**src/rtl/gpio_sense_pkg.sv**
```systemverilog
package gpio_sense_pkg;

  typedef enum logic [1:0] {
    SENSE_LEVEL    = 2'd0,
    SENSE_EDGE_ONE = 2'd1,
    SENSE_EDGE_ANY = 2'd2
  } sense_mode_e;

  function automatic sense_mode_e decode_mode(input logic edge_sel, input logic any_sel);
    if (!edge_sel)    return SENSE_LEVEL;
    else if (any_sel) return SENSE_EDGE_ANY;
    else              return SENSE_EDGE_ONE;
  endfunction

endpackage

```
**src/rtl/gpio_pin_sense.sv**
```systemverilog
module gpio_pin_sense
  import gpio_sense_pkg::*;
(
  input  logic clk_i,
  input  logic rst_ni,
  input  logic pin_i,
  input  logic dir_i,
  input  logic inen_i,
  input  logic edge_i,
  input  logic both_i,
  input  logic polar_i,
  output logic data_o,
  output logic irq_o
);

  logic        data_q;
  logic        irq_q;
  logic        irq_d;
  logic        en_w;
  logic        hit_w;
  sense_mode_e mode_w;

  assign en_w   = !dir_i && inen_i;
  assign mode_w = decode_mode(edge_i, both_i);

  always_comb begin
    unique case (mode_w)
      SENSE_EDGE_ANY: hit_w = data_q ^ pin_i;
      SENSE_EDGE_ONE: hit_w = polar_i ? (data_q && !pin_i) : (!data_q && pin_i);
      default:        hit_w = pin_i ^ polar_i;
    endcase
  end

  // edge events are momentary; level state is sticky while ignored
  always_comb begin
    if (en_w)                       irq_d = hit_w;
    else if (mode_w != SENSE_LEVEL) irq_d = 1'b0;
    else                            irq_d = irq_q;
  end

  always_ff @(posedge clk_i or negedge rst_ni) begin
    if (!rst_ni) begin
      data_q <= 1'b0;
      irq_q  <= 1'b0;
    end else begin
      if (en_w) data_q <= pin_i;
      irq_q <= irq_d;
    end
  end

  assign data_o = data_q;
  assign irq_o  = irq_q;

  AST_IGNORED_HOLDS: assert property (@(posedge clk_i) disable iff (!rst_ni)
    !en_w |=> $stable(data_q));
  AST_IGNORED_EDGE_CLEARS: assert property (@(posedge clk_i) disable iff (!rst_ni)
    (!en_w && edge_i) |=> !irq_q);
  AST_DATA_TRACKS_PIN: assert property (@(posedge clk_i) disable iff (!rst_ni)
    en_w |=> data_q == $past(pin_i));
  AST_ANY_EDGE: assert property (@(posedge clk_i) disable iff (!rst_ni)
    (en_w && edge_i && both_i) |=> irq_q == (data_q != $past(data_q)));
  AST_RISE_ONLY: assert property (@(posedge clk_i) disable iff (!rst_ni)
    (en_w && edge_i && !both_i && !polar_i) |=> irq_q == (!$past(data_q) && data_q));
  AST_FALL_ONLY: assert property (@(posedge clk_i) disable iff (!rst_ni)
    (en_w && edge_i && !both_i && polar_i) |=> irq_q == ($past(data_q) && !data_q));
  AST_LEVEL_STATE: assert property (@(posedge clk_i) disable iff (!rst_ni)
    (en_w && !edge_i) |=> irq_q == (data_q ^ $past(polar_i)));

endmodule

```
**src/rtl/gpio_irq_merge.sv**
```systemverilog
module gpio_irq_merge #(
  parameter int NUM_PINS = 16
) (
  input  logic [NUM_PINS-1:0] state_i,
  input  logic [NUM_PINS-1:0] mask_a_i,
  input  logic [NUM_PINS-1:0] mask_b_i,
  output logic                irq_a_o,
  output logic                irq_b_o
);

  assign irq_a_o = |(state_i & mask_a_i);
  assign irq_b_o = |(state_i & mask_b_i);

endmodule

```
**src/rtl/gpio_irq_sense.sv**
```systemverilog
module gpio_irq_sense #(
  parameter int NUM_PINS = 16
) (
  input  logic                clk_i,
  input  logic                rst_ni,
  input  logic [NUM_PINS-1:0] pin_i,
  input  logic [NUM_PINS-1:0] dir_i,
  input  logic [NUM_PINS-1:0] inen_i,
  input  logic [NUM_PINS-1:0] edge_i,
  input  logic [NUM_PINS-1:0] both_i,
  input  logic [NUM_PINS-1:0] polar_i,
  input  logic [NUM_PINS-1:0] mask_a_i,
  input  logic [NUM_PINS-1:0] mask_b_i,
  output logic [NUM_PINS-1:0] data_o,
  output logic                irq_a_o,
  output logic                irq_b_o
);

  logic [NUM_PINS-1:0] state_w;

  for (genvar g = 0; g < NUM_PINS; g++) begin : g_pin
    gpio_pin_sense u_pin (
      .clk_i  (clk_i),
      .rst_ni (rst_ni),
      .pin_i  (pin_i[g]),
      .dir_i  (dir_i[g]),
      .inen_i (inen_i[g]),
      .edge_i (edge_i[g]),
      .both_i (both_i[g]),
      .polar_i(polar_i[g]),
      .data_o (data_o[g]),
      .irq_o  (state_w[g])
    );
  end

  gpio_irq_merge #(.NUM_PINS(NUM_PINS)) u_merge (
    .state_i (state_w),
    .mask_a_i(mask_a_i),
    .mask_b_i(mask_b_i),
    .irq_a_o (irq_a_o),
    .irq_b_o (irq_b_o)
  );

  AST_MASK_A_ZERO: assert property (@(posedge clk_i) disable iff (!rst_ni)
    (mask_a_i == '0) |-> !irq_a_o);
  AST_MASK_B_ZERO: assert property (@(posedge clk_i) disable iff (!rst_ni)
    (mask_b_i == '0) |-> !irq_b_o);
  AST_RESET_QUIET: assert property (@(posedge clk_i)
    !rst_ni |-> (data_o == '0 && !irq_a_o && !irq_b_o));

endmodule

```
**config.mk**
```make
export PLATFORM = sky130hd
export DESIGN_NAME = gpio_irq_sense
export DESIGN_NICKNAME = d
export VERILOG_FILES = /design/src/rtl/gpio_sense_pkg.sv /design/src/rtl/gpio_pin_sense.sv /design/src/rtl/gpio_irq_merge.sv /design/src/rtl/gpio_irq_sense.sv
export SDC_FILE = /design/constraint.sdc
export NUM_CORES = 1
export LEC_CHECK = 0
export ABC_AREA = 1
export BUFFER_PORTS_ARGS = -buffer_cell sky130_fd_sc_hd__buf_2
export CAP_MARGIN = 10
export CORE_MARGIN = 10
export CORE_UTILIZATION = 43
export CTS_CLUSTER_SIZE = 10
export DETAILED_ROUTE_END_ITERATION = 8
export PLACE_DENSITY = 0.81
export SETUP_SLACK_MARGIN = 0.05
export SYNTH_ARGS = -nofsm -noshare
export SYNTH_HDL_FRONTEND = slang
export SYNTH_SLANG_ARGS = --single-unit
```
**constraint.sdc**
```tcl
create_clock -name clk_i -period 1 [get_ports clk_i]
set_input_delay 0.1 -clock clk_i [delete_from_list [all_inputs] [get_ports clk_i]]
set_output_delay 0.1 -clock clk_i [all_outputs]
set_load 0.03 [all_outputs]
```
==> summary.md <==
| Metric | Value |
|---|---|
| Skew final | `~0.0019 ns` |
| Multi-input gate area | `1176 µm²` |
| Mean Syn Cell Area | `5.843 µm²` |
| Hold Startpoint | `pin_i[8]` |
| Layout area overhead | `49.14%` |
| Final wirelength | `7.552 mm` |
| Worst setup SP type | `register` |
| Leak | `2.137 nW` |
| Antenna Nets Post-Route | `0` |
| Final Util | `0.6688` |
| Reg area | `800.8 µm²` |
| CP max-delay cell | `dfrtp_1` |
| Cell Area, Synth | `2320 µm²` |
| Total gr overflow | `0` |
| FP Rows | `26` |
| Pre-Repair DR Iteration Count | `5` |
| Total track usage | `0.1673` |
| Clock root buffer | `clkbuf_8` |
| Reg clk slew, reported paths | `~0.060 ns` |
| Worst Setup End Kind | `output pin` |
| Core Area | `5172 µm²` |
| Worst Hold Class | `in2reg` |
| Failing checks | `setup timing` |
| Ant diodes | `0` |
| CTS tree | `done` |
| Fillers | `between 400 and 500` |
| Power Density | `1184 nW/µm²` |
| DIE AREA | `8733 µm²` |
| Largest net degree at the start of global routing | `33` |
| Seq/Total Area, Yosys | `0.3452` |
| I/O Pins | `148` |
| Distinct cells, synth | `9` |
| CTS H-Tree Depth | `2` |
| Max Cap Viol | `0` |
| Relative slew slack | `0.7427` |
| Clk sinks | `32` |
| DRC | `0` |
| Detail Placement HPWL | `roughly 6.3 mm` |
| GPL Wtd Cong | `~0.85` |
| Peak VDD IR | `600.4 µV` |
| Top area cells in the synthesized netlist | `dfrtp_1 35%, nand2_1 28%, nand3_1 11%, inv_1 9.9%, nor2_1 6.0%` |
| Slew Viols, Final | `0` |
| CP required | `approximately 0.90 ns` |
| Critical Path AT | `1.21 ns` |
| Synth Register Bits | `32` |
| Yosys warnings | `0` |
| Crit Path Max Fanout | `3` |
| CTS Buf Count | `5` |
| Worst slew pin tran | `0.3845 ns` |
| Final setup margin | `-0.3061 ns` |
| Final Hold Fails | `0` |
| Die W | `93.45 µm` |
| Vias per Instance | `4.557` |
| R2R cell count | `6` |
| RSZ-0062 raised after global routing | `yes` |
| Layout cells sized above 1 | `0.3730` |
| RR Startpoint | `g_pin[3].u_pin.data_o$_DFFE_PN0P_` |
| Die H | `93.45 µm` |
| Max stage delay on crit path | `about 0.40 ns` |
| Bufs and invs on worst path | `2` |
| Critical Path Sink | `irq_b_o` |
| Top cell type's share of synthesized area | `0.3452` |
| R2r endpoint | `g_pin[3].u_pin.irq_o$_DFFE_PN0P_` |
| Cells after synthesis | `397` |
| Bufs on Longest Clock Path | `2` |
| Initial Utilization | `0.4485` |
| Vias in the first global route | `2,981` |
| Tcrit/Tclk final | `1.306` |
| DP Area | `3058 µm²` |
| Global-route wire length before repair | `between 10 and 15 mm` |
| Initial antenna violation count | `0` |
| Synth area leader | `dfrtp_1` |
| Via Count | `2,848` |
| Worst path top cell family by delay | `flip-flops` |
| Reg2reg setup slack | `0.09 ns` |
| Critical path class | `reg2out` |
| DR WL/cell | `12.08 µm` |
| Crit path depth | `7` |
| Port Buf Inserts | `147` |
| CP cell instances | `nand2_1 > nand2_1 > inv_1 > nand2_1 > nor2_1 > nand2_1 > buf_6` |
| Max Clk Rate | `around 0.77 GHz` |
| Finished layout cell area | `between 3000 and 4000 µm²` |
| Minimum clock period | `1.306 ns` |
| Worst Setup SP | `g_pin[7].u_pin.irq_o$_DFFE_PN0P_` |
| Iter 0 DRT Violations | `slightly below 70` |
| Final setup viols | `2` |
| Clock Latency Late Sink | `0.28 ns` |
| Critical path's most frequent cell | `nand2_1` |
| Syn nets | `between 500 and 600` |
| Status | `finished, violations left` |
| Layout net count | `~680` |
## metrics by stage
stage / total power, mW / setup WS [ns] / cells / TNS, ns / hold WS (ns)
final: 4.095 / -0.3061 / 625 / -0.6040 / 0.07411
after floorplan: 2.329 / 0.06286 / 397 / 0 / -0.1956
after global routing: 4.384 / -0.3994 / 625 / -0.7904 / 0.08271
after global placement: 2.739 / -0.03835 / 601 / -0.06343 / 0.07264
after CTS: 4.035 / -0.3395 / 625 / -0.6752 / 0.06318
after detailed placement: 2.775 / -0.03943 / 601 / -0.07880 / 0.06822
## cell type report
| class | count | area share |
|---|---|---|
| well taps | 70 | 0.02532 |
| inverters | 70 | 0.07595 |
| multi-input cells | 279 | 0.3400 |
| clock buffers | 6 | 0.02387 |
| flip-flops and latches | 32 | 0.2315 |
| repair buffers | 166 | 0.3005 |
| clock inverters | 2 | 0.002893 |
## cells by family (layout without fill, tap and decap cells)
family	after synthesis	count (layout)	share of synthesized area
simple gates	263	263	0.4552
flops	32	32	0.3452
compound gates	16	16	0.03452
buf+inv	86	244	0.1650
## flip-flops by register name (all words and copies together), names as in the netlist
name	count
g_pin.u_pin.data_o	16
g_pin.u_pin.irq_o	16
## routing by layer
metal / global-route usage / wire [µm] / vias up
met4: 0.03342 / 34 / 0
met5: 0 / 0 / -
met2: 0.2981 / 3682 / 113
met1: 0.1705 / 2934 / 1229
met3: 0.08713 / 901 / 6
li1: - / - / 1500
## cells in the final DEF (no fill, tap or decap), types with 4 or more instances in the layout
cell type  synthesis  final
o21ai_0           16     16
nand3_2            0      4
buf_4             16      8
buf_6              0     27
clkbuf_8           0      6
nand2_2            0      6
nor2_1            37     35
inv_2              9     22
buf_2              0    129
nand3_1           53     49
dfrtp_1           32     32
nand2_1          172    166
inv_1             61     48
## repair_timing
| action | in CTS | in global routing |
|---|---|---|
| hold buffers | 1 | 0 |
| pin swaps | 5 | 25 |
| buffers inserted | 15 | 0 |
| endpoints found under the hold margin | 32 | 0 |
| setup endpoints to repair | 18 | 28 |
| gates resized for setup | 29 | 41 |
## how the worst min path moves through the flow
stage / to / slack, ns / cells after the start
floorplan: g_pin[0].u_pin.data_o$_DFFE_PN0P_ / -0.20 / 0
global placement: g_pin[8].u_pin.data_o$_DFFE_PN0P_ / 0.07 / 2
detailed placement: g_pin[8].u_pin.data_o$_DFFE_PN0P_ / 0.07 / 2
CTS: g_pin[3].u_pin.data_o$_DFFE_PN0P_ / 0.06 / 3
global route: g_pin[0].u_pin.data_o$_DFFE_PN0P_ / 0.08 / 3
finish: g_pin[8].u_pin.data_o$_DFFE_PN0P_ / 0.07 / 3
## power breakdown
group	switching [mW]	total [mW]	leakage [nW]	internal (mW)
clock	0.458	1.01	0.0510	0.548
sequential	0.120	1.55	0.410	1.43
combinational	0.800	1.54	1.68	0.736
## tightest hold or removal path: cells and delay by family
kind                   cells  cell delay, ns
AND/OR/NAND/NOR            1            0.05
buffers and inverters      1            0.11
AO/OA/AOI/OAI              1            0.06
## cells in the mapped netlist (all sizes together)
master	number
nand2	172
inv	70
o21ai	16
nand3	53
buf	16
nand4	1
dfrtp	32
nor2	37
Power figures use the tool's default switching activity.
